==> src/rtl/sle_pkg.sv <==
package sle_pkg;
  typedef enum logic [1:0] {
    ST_IDLE   = 2'd0,
    ST_SPEC   = 2'd1,
    ST_COMMIT = 2'd2
  } sle_state_e;

  localparam logic [1:0] SNP_READ = 2'd0;
  localparam logic [1:0] SNP_INV  = 2'd1;
  localparam logic [1:0] SNP_EXCL = 2'd2;
endpackage

==> src/rtl/sle_track.sv <==
module sle_track #(
  parameter int DEPTH = 8,
  parameter int LW    = 28
) (
  input  logic          clk,
  input  logic          rst_n,
  input  logic          clear_i,
  input  logic          mark_i,
  input  logic [LW-1:0] acc_line_i,
  output logic          acc_hit_o,
  output logic          full_o,
  input  logic [LW-1:0] snp_line_i,
  output logic          snp_hit_o
);
  logic [DEPTH-1:0] vld;
  logic [DEPTH-1:0] acc_m;
  logic [DEPTH-1:0] snp_m;
  logic [DEPTH-1:0] free_oh;

  // lowest free slot wins
  always_comb begin
    free_oh = '0;
    for (int i = DEPTH - 1; i >= 0; i--) begin
      if (!vld[i]) begin
        free_oh    = '0;
        free_oh[i] = 1'b1;
      end
    end
  end

  for (genvar g = 0; g < DEPTH; g++) begin : g_slot
    logic [LW-1:0] tag;
    always_ff @(posedge clk or negedge rst_n) begin
      if (!rst_n) begin
        vld[g] <= 1'b0;
        tag    <= '0;
      end else if (clear_i) begin
        vld[g] <= 1'b0;
      end else if (mark_i && free_oh[g]) begin
        vld[g] <= 1'b1;
        tag    <= acc_line_i;
      end
    end
    assign acc_m[g] = vld[g] && (tag == acc_line_i);
    assign snp_m[g] = vld[g] && (tag == snp_line_i);
  end

  assign acc_hit_o = |acc_m;
  assign snp_hit_o = |snp_m;
  assign full_o    = &vld;

  AST_NO_MARK_WHEN_FULL: assert property (@(posedge clk) disable iff (!rst_n)
    mark_i |-> !full_o);
  AST_UNIQUE_LINE: assert property (@(posedge clk) disable iff (!rst_n)
    $onehot0(acc_m));
  AST_MARKS_CLEARED: assert property (@(posedge clk) disable iff (!rst_n)
    clear_i |=> (vld == '0));
endmodule

==> src/rtl/sle_wbuf.sv <==
module sle_wbuf #(
  parameter int DEPTH = 8,
  parameter int AW    = 32,
  parameter int DW    = 32
) (
  input  logic          clk,
  input  logic          rst_n,
  input  logic          flush_i,
  input  logic          push_i,
  input  logic [AW-1:0] push_addr_i,
  input  logic [DW-1:0] push_data_i,
  input  logic [AW-1:0] lk_addr_i,
  output logic          lk_hit_o,
  output logic [DW-1:0] lk_data_o,
  input  logic          drain_en_i,
  output logic          mem_valid_o,
  input  logic          mem_ready_i,
  output logic [AW-1:0] mem_addr_o,
  output logic [DW-1:0] mem_data_o,
  output logic          full_o,
  output logic          last_o
);
  localparam int PW = (DEPTH > 1) ? $clog2(DEPTH) : 1;
  localparam int CW = $clog2(DEPTH + 1);

  logic [AW-1:0] addr_q [DEPTH];
  logic [DW-1:0] data_q [DEPTH];
  logic [PW-1:0] head, tail;
  logic [CW-1:0] cnt;
  logic          pop;

  function automatic logic [PW-1:0] nxt(input logic [PW-1:0] p);
    return (int'(p) == DEPTH - 1) ? '0 : p + 1'b1;
  endfunction

  assign mem_valid_o = drain_en_i && (cnt != '0);
  assign pop         = mem_valid_o && mem_ready_i;
  assign mem_addr_o  = addr_q[head];
  assign mem_data_o  = data_q[head];
  assign full_o      = (int'(cnt) == DEPTH);
  assign last_o      = (cnt == '0) || ((int'(cnt) == 1) && pop);

  always_ff @(posedge clk or negedge rst_n) begin
    if (!rst_n) begin
      head <= '0;
      tail <= '0;
      cnt  <= '0;
    end else if (flush_i) begin
      head <= '0;
      tail <= '0;
      cnt  <= '0;
    end else begin
      if (push_i) tail <= nxt(tail);
      if (pop)    head <= nxt(head);
      cnt <= cnt + CW'(push_i) - CW'(pop);
    end
  end

  always_ff @(posedge clk) begin
    if (push_i && !flush_i) begin
      addr_q[tail] <= push_addr_i;
      data_q[tail] <= push_data_i;
    end
  end

  // scan oldest to youngest; the last match is the youngest store
  always_comb begin
    lk_hit_o  = 1'b0;
    lk_data_o = '0;
    for (int i = 0; i < DEPTH; i++) begin
      int j;
      j = int'(head) + i;
      if (j >= DEPTH) j = j - DEPTH;
      if ((i < int'(cnt)) && (addr_q[j[PW-1:0]] == lk_addr_i)) begin
        lk_hit_o  = 1'b1;
        lk_data_o = data_q[j[PW-1:0]];
      end
    end
  end

  AST_NO_PUSH_WHEN_FULL: assert property (@(posedge clk) disable iff (!rst_n)
    push_i |-> !full_o);
  AST_DRAIN_HOLD: assert property (@(posedge clk) disable iff (!rst_n)
    (mem_valid_o && !mem_ready_i) |=> (mem_valid_o && $stable(mem_addr_o) && $stable(mem_data_o)));
endmodule

==> src/rtl/sle_fsm.sv <==
module sle_fsm
  import sle_pkg::*;
#(
  parameter int CKPT_W = 128
) (
  input  logic              clk,
  input  logic              rst_n,
  input  logic              begin_i,
  input  logic              end_i,
  input  logic [CKPT_W-1:0] ckpt_i,
  input  logic              ovf_i,
  input  logic              cfl_i,
  input  logic              drain_last_i,
  output sle_state_e        state_o,
  output logic              abort_now_o,
  output logic              clear_o,
  output logic              abort_o,
  output logic              commit_done_o,
  output logic [CKPT_W-1:0] ckpt_o
);
  sle_state_e state, state_n;
  logic       finish;

  assign abort_now_o = (state == ST_SPEC) && (ovf_i || cfl_i);
  assign finish      = (state == ST_COMMIT) && drain_last_i;
  assign clear_o     = abort_now_o || finish;
  assign state_o     = state;

  always_comb begin
    state_n = state;
    unique case (state)
      ST_IDLE:   if (begin_i) state_n = ST_SPEC;
      ST_SPEC:   if (abort_now_o) state_n = ST_IDLE;
                 else if (end_i) state_n = ST_COMMIT;
      ST_COMMIT: if (drain_last_i) state_n = ST_IDLE;
      default:   state_n = ST_IDLE;
    endcase
  end

  always_ff @(posedge clk or negedge rst_n) begin
    if (!rst_n) begin
      state         <= ST_IDLE;
      abort_o       <= 1'b0;
      commit_done_o <= 1'b0;
      ckpt_o        <= '0;
    end else begin
      state         <= state_n;
      abort_o       <= abort_now_o;
      commit_done_o <= finish;
      if ((state == ST_IDLE) && begin_i) ckpt_o <= ckpt_i;
    end
  end

  AST_ABORT_LANDS_IDLE: assert property (@(posedge clk) disable iff (!rst_n)
    abort_o |-> (state == ST_IDLE));
  AST_COMMIT_NO_ABORT: assert property (@(posedge clk) disable iff (!rst_n)
    (state == ST_COMMIT) |=> !abort_o);
  AST_CKPT_HELD: assert property (@(posedge clk) disable iff (!rst_n)
    (state != ST_IDLE) |=> $stable(ckpt_o));
endmodule

==> src/rtl/sle_ctrl.sv <==
module sle_ctrl
  import sle_pkg::*;
#(
  parameter int AW        = 32,
  parameter int DW        = 32,
  parameter int OFF_W     = 4,
  parameter int WB_DEPTH  = 8,
  parameter int TRK_DEPTH = 8,
  parameter int CKPT_W    = 128
) (
  input  logic              clk,
  input  logic              rst_n,
  input  logic              begin_i,
  input  logic              end_i,
  input  logic [CKPT_W-1:0] ckpt_state_i,
  output logic [CKPT_W-1:0] ckpt_state_o,
  output logic              spec_o,
  output logic              commit_busy_o,
  output logic              abort_o,
  output logic              commit_done_o,
  input  logic              req_valid_i,
  output logic              req_ready_o,
  input  logic              req_we_i,
  input  logic [AW-1:0]     req_addr_i,
  input  logic [DW-1:0]     req_wdata_i,
  output logic              ld_valid_o,
  output logic              ld_fwd_o,
  output logic [DW-1:0]     ld_data_o,
  output logic              own_req_o,
  output logic [AW-OFF_W-1:0] own_line_o,
  input  logic              snp_valid_i,
  input  logic [1:0]        snp_kind_i,
  input  logic [AW-1:0]     snp_addr_i,
  output logic              snp_ready_o,
  output logic              mem_valid_o,
  input  logic              mem_ready_i,
  output logic [AW-1:0]     mem_addr_o,
  output logic [DW-1:0]     mem_data_o
);
  localparam int LW = AW - OFF_W;

  sle_state_e    state;
  logic          in_spec, in_commit, acc, abort_now, clear;
  logic [LW-1:0] acc_line, snp_line;
  logic          trk_acc_hit, trk_full, trk_snp_hit;
  logic          wb_full, wb_last, wb_hit;
  logic [DW-1:0] wb_data;
  logic          ovf, cfl, push, mark, snp_hostile;

  assign in_spec   = (state == ST_SPEC);
  assign in_commit = (state == ST_COMMIT);
  assign acc       = req_valid_i && in_spec;
  assign acc_line  = req_addr_i[AW-1:OFF_W];
  assign snp_line  = snp_addr_i[AW-1:OFF_W];

  assign snp_hostile = (snp_kind_i == SNP_INV) || (snp_kind_i == SNP_EXCL);
  assign ovf  = acc && ((req_we_i && wb_full) || (!trk_acc_hit && trk_full));
  assign cfl  = snp_valid_i && snp_hostile && trk_snp_hit;
  assign push = acc && req_we_i && !abort_now;
  assign mark = acc && !trk_acc_hit && !abort_now;

  assign req_ready_o   = in_spec;
  assign spec_o        = in_spec;
  assign commit_busy_o = in_commit;
  assign snp_ready_o   = !(in_commit && trk_snp_hit);

  sle_fsm #(.CKPT_W(CKPT_W)) u_fsm (
    .clk           (clk),
    .rst_n         (rst_n),
    .begin_i       (begin_i),
    .end_i         (end_i),
    .ckpt_i        (ckpt_state_i),
    .ovf_i         (ovf),
    .cfl_i         (cfl),
    .drain_last_i  (wb_last),
    .state_o       (state),
    .abort_now_o   (abort_now),
    .clear_o       (clear),
    .abort_o       (abort_o),
    .commit_done_o (commit_done_o),
    .ckpt_o        (ckpt_state_o)
  );

  sle_track #(.DEPTH(TRK_DEPTH), .LW(LW)) u_track (
    .clk        (clk),
    .rst_n      (rst_n),
    .clear_i    (clear),
    .mark_i     (mark),
    .acc_line_i (acc_line),
    .acc_hit_o  (trk_acc_hit),
    .full_o     (trk_full),
    .snp_line_i (snp_line),
    .snp_hit_o  (trk_snp_hit)
  );

  sle_wbuf #(.DEPTH(WB_DEPTH), .AW(AW), .DW(DW)) u_wbuf (
    .clk         (clk),
    .rst_n       (rst_n),
    .flush_i     (abort_now),
    .push_i      (push),
    .push_addr_i (req_addr_i),
    .push_data_i (req_wdata_i),
    .lk_addr_i   (req_addr_i),
    .lk_hit_o    (wb_hit),
    .lk_data_o   (wb_data),
    .drain_en_i  (in_commit),
    .mem_valid_o (mem_valid_o),
    .mem_ready_i (mem_ready_i),
    .mem_addr_o  (mem_addr_o),
    .mem_data_o  (mem_data_o),
    .full_o      (wb_full),
    .last_o      (wb_last)
  );

  always_ff @(posedge clk or negedge rst_n) begin
    if (!rst_n) begin
      ld_valid_o <= 1'b0;
      ld_fwd_o   <= 1'b0;
      ld_data_o  <= '0;
      own_req_o  <= 1'b0;
      own_line_o <= '0;
    end else begin
      ld_valid_o <= acc && !req_we_i && !abort_now;
      ld_fwd_o   <= wb_hit;
      ld_data_o  <= wb_hit ? wb_data : '0;
      own_req_o  <= push;
      if (push) own_line_o <= acc_line;
    end
  end

  AST_OWN_FOLLOWS_STORE: assert property (@(posedge clk) disable iff (!rst_n)
    own_req_o |-> $past(req_valid_i && req_we_i && req_ready_o));
  AST_LOAD_FOLLOWS_REQ: assert property (@(posedge clk) disable iff (!rst_n)
    ld_valid_o |-> $past(req_valid_i && !req_we_i && req_ready_o));
  AST_NO_DRAIN_OUTSIDE_COMMIT: assert property (@(posedge clk) disable iff (!rst_n)
    mem_valid_o |-> commit_busy_o);
endmodule

==> config.mk <==
export PLATFORM = sky130hd
export DESIGN_NAME = sle_ctrl
export DESIGN_NICKNAME = d
export VERILOG_FILES = /design/src/rtl/sle_pkg.sv /design/src/rtl/sle_track.sv /design/src/rtl/sle_wbuf.sv /design/src/rtl/sle_fsm.sv /design/src/rtl/sle_ctrl.sv
export SDC_FILE = /design/constraint.sdc
export NUM_CORES = 2
export LEC_CHECK = 0
export BUFFER_PORTS_ARGS = -buffer_cell sky130_fd_sc_hd__buf_2
export CORE_ASPECT_RATIO = 0.8
export CORE_MARGIN = 4
export CORE_UTILIZATION = 40
export CTS_CLUSTER_SIZE = 8
export DETAILED_ROUTE_END_ITERATION = 12
export GPL_TIMING_DRIVEN = 0
export PLACE_DENSITY = 0.58
export SYNTH_ARGS = -nofsm -noshare
export SYNTH_HDL_FRONTEND = slang
export SYNTH_SLANG_ARGS = --single-unit
export TNS_END_PERCENT = 5
==> constraint.sdc <==
create_clock -name clk -period 9 [get_ports clk]
set_input_delay 1.35 -clock clk [delete_from_list [all_inputs] [get_ports clk]]
set_output_delay 1.35 -clock clk [all_outputs]
set_load 0.01 [all_outputs]
==> impl_results.md <==
- Final Util: 46.76%
- Element type at the critical path start: flip-flop
- Yosys warning count: 0
- Placed Area: 69,330 µm²
- Setup TNS: -298.6 ps
- CTS max path bufs: 3
- Mapped Area: 63,270 µm²
- Most frequent cells in the layout: 635 x buf_2, 512 x edfxtp_1, 488 x xnor2_1, 482 x mux4_2, 452 x mux2_2
- I/O pins: 496
- FF-to-FF End: ld_data_o[28]$_DFF_PN0_
- Crit. End Element: flip-flop
- Failing checks: max-capacitance violations, max-slew violations, negative setup slack
- Total routing usage reported by global routing: 38.03%
- Total CTS buffers: 139
- Highest clock rate: 109.6 MHz
- GP Congestion: 1.044
- DRT Wirelength: 320,800 µm
- Reg2reg path depth: 19
- Critical path fanouts, max: 18
- CTS clk-pin slew, worst paths: 50 ps
- Initial Util: 40.27%
- Finished Cell Area: 73,480 µm²
- Outcome: complete, but fails checks
- Minimum clock period: 9122 ps
- # setup viols final: 4
- Unrepaired setup endpoints after global routing: no
- Hold slack final: 495.3 ps
- Initial DRT Pass Iterations: 6
- Top FF cell, synth: edfxtp_1
- Cell variety after synth: 83
- P&R area growth vs syn: 16.14%
- Vias: 53.08k
- # port buffers: 463
- Antenna viol nets, final: 0
- Post-synth EDFFs: 512
- Vias/cell: 6.832
- Vias in the first global route: 50.82k
- Max Clock Skew: 67.14 ps
- Crit path kind: flip-flop to flip-flop
- Peak supply drop: 0.2823 mV
- Post-CTS resize count: 0
- First-pass GRT wire length: 431,700 µm
- Measured slew at the worst slew-check pin: 1601 ps
- Ratio of cells with drive above 1 in the final layout: 34.17%
- Iter 0 DRT Violations: 8,592
- Post-route DRC: 0
- Final Max Slew Viols: 50
- Max cap viols: 5
- Grt ovf: 0
- Async set-reset flop share out of synthesis: 46.05%
- Synthesized area per cell: 12.96 µm²
- Clock sink count: 949
- CTS tree: done
- Fin. Hold Viols: 0
- Worst r2r src: u_wbuf.head[1]$_DFFE_PN0P_
- Min-delay worst type: input pin to asynchronous set/reset pin
- Pleak: 0.02739 µW
- Syn nets: 5,130
- R2r setup slk: -120 ps
- Post-cts hold buffer count: 0
- Post-detailed-route wirelength per cell: 41.29 µm
- Nets: 5,807
- Crit path DAT: 9810 ps
- Setup ws final: -121.7 ps
- Syn Inst Count: 4,883
- HPWL Detailed: 236,700 µm
- PD cells: 391.9 nW/µm²
- Total power: 28,800 µW
- Clock Tree Root: clkbuf_16
- Post-synthesis sequential area ratio: 41.58%
- Die ar.: 164,600 µm²
- Core ar.: 157,100 µm²
- Flops & latches, synth: 949
- Htree depth: 4
- Core Rows: 130
- Die Y: 363.7 µm
- Rel. slew slack: -6.703%
- Die X: 452.7 µm
- Critical path data required time: 9680 ps
- Commonest non-fill, non-tap cell in the layout: buf_2
- Clk_lat worst skew: 820 ps
- Largest net degree at the start of global routing: 110
- Initial antenna violation count: 51
- Final period util: 101.4%
- Post-CTS Setup Inserts: 0
where the power goes:
| part | internal (µW) | switching, µW |
|---|---|---|
| combinational | 6650 | 10700 |
| sequential | 5510 | 861 |
| clock | 2900 | 2130 |
cell usage after synthesis (12+ instances only):
| library cell | instances | area, µm² |
|---|---|---|
| clkbuf_1 | 176 | 660.6 |
| a22oi_1 | 56 | 420.4 |
| o31ai_1 | 31 | 232.7 |
| buf_6 | 36 | 405.4 |
| o21ai_0 | 57 | 285.3 |
| xnor2_1 | 488 | 4274 |
| nor4_1 | 72 | 450.4 |
| buf_4 | 30 | 225.2 |
| mux2_2 | 452 | 5090 |
| o22ai_1 | 70 | 437.9 |
| a221oi_1 | 32 | 280.3 |
| mux4_2 | 482 | 10860 |
| dfrtp_1 | 437 | 10940 |
| o311ai_1 | 27 | 236.5 |
| nand4_1 | 140 | 875.8 |
| a32oi_1 | 29 | 254.0 |
| or4_1 | 12 | 90.09 |
| xor2_1 | 184 | 1612 |
| nor2b_1 | 12 | 75.07 |
| nor3_1 | 49 | 245.2 |
| nor2_1 | 138 | 518.0 |
| inv_1 | 71 | 266.5 |
| nand2_1 | 262 | 983.4 |
| a21oi_1 | 89 | 445.4 |
| mux2i_1 | 426 | 4264 |
| and3_1 | 19 | 118.9 |
| nand3_1 | 46 | 230.2 |
| edfxtp_1 | 512 | 15370 |
| a311oi_1 | 31 | 271.5 |
| buf_2 | 171 | 855.8 |
| ha_1 | 12 | 150.1 |
| buf_1 | 33 | 123.9 |
| and2_1 | 42 | 262.8 |
| a31oi_1 | 13 | 81.33 |
per-stage QoR:
stage,worst slack [ps],cells
2_1_floorplan,35.12,4883
3_3_place_gp,-10170,7458
3_5_place_dp,-249.4,7532
4_1_cts,604.9,7743
5_1_grt,212.7,7752
6_report,-121.7,7769
kinds of logic (layout without fill, tap and decap cells):
group | after synthesis | count (layout) | synth area share [%]
compound gates | 507 | 507 | 5.676
xor+xnor | 673 | 673 | 9.328
fa+ha+maj | 13 | 13 | 0.2689
buf+inv | 525 | 1273 | 4.171
flops | 949 | 949 | 41.58
mux | 1364 | 1364 | 32.01
other cells | 0 | 26 | 0
simple gates | 852 | 852 | 6.959
area by class of cell:
type / count / area [µm²]
antenna: 26 / 65.06
inverter: 74 / 277.8
buffer: 450 / 2369
clock buffer: 195 / 3739
fill: 14278 / 83650
timing repair buffer: 537 / 3343
sequential: 949 / 26310
clock inverter: 17 / 351.6
multi-input combinational: 3409 / 34380
tap: 2112 / 2643
flip-flops by register name, indices dropped and copies added (netlist names), 3 cells and up:
| register | flops |
|---|---|
| u_wbuf.data_q | 256 |
| u_wbuf.head | 3 |
| own_line_o | 28 |
| u_wbuf.cnt | 4 |
| u_fsm.ckpt_o | 128 |
| u_track.g_slot.tag | 224 |
| ld_data_o | 32 |
| u_track.vld | 8 |
| u_wbuf.addr_q | 256 |
| u_wbuf.tail | 3 |
metal layers:
layer,global-route usage (%),part of all wire (%),vias to the layer above
li1,-,-,20315
met1,50.97,39,27183
met2,54.59,42,4644
met3,14.63,14,911
met4,16.99,5.5,26
met5,0.4630,0.079,-
worst max path at each step:
stage                                           to                        from  slack (ps)  cells after the start
floorplan            u_wbuf.addr_q[3][0]$_DFFE_PP_               req_addr_i[5]          40                     13
global placement    u_wbuf.addr_q[5][26]$_DFFE_PP_              req_addr_i[29]      -10170                     13
detailed placement         ld_data_o[28]$_DFF_PN0_  u_wbuf.head[1]$_DFFE_PN0P_        -250                     20
CTS                        ld_data_o[28]$_DFF_PN0_  u_wbuf.head[1]$_DFFE_PN0P_         600                     19
global route               ld_data_o[28]$_DFF_PN0_  u_wbuf.head[1]$_DFFE_PN0P_         210                     19
finish                     ld_data_o[28]$_DFF_PN0_  u_wbuf.head[1]$_DFFE_PN0P_        -120                     19
worst max-delay path, cell delays in order, from the launching register on:
cell       delay (ps)
dfrtp_1           390
clkbuf_1          260
inv_2             630
clkbuf_1         1110
ha_1              270
buf_6             160
buf_6             230
buf_6             170
clkbuf_1         1130
mux2i_1           270
mux4_2            550
xor2_1            640
o2111ai_1         350
nor2_1            690
clkbuf_1          600
clkbuf_1          680
nand4_1           170
o311ai_1          140
a311oi_1          180
a21oi_1           310
No activity file was read; power rests on OpenSTA's default activity.
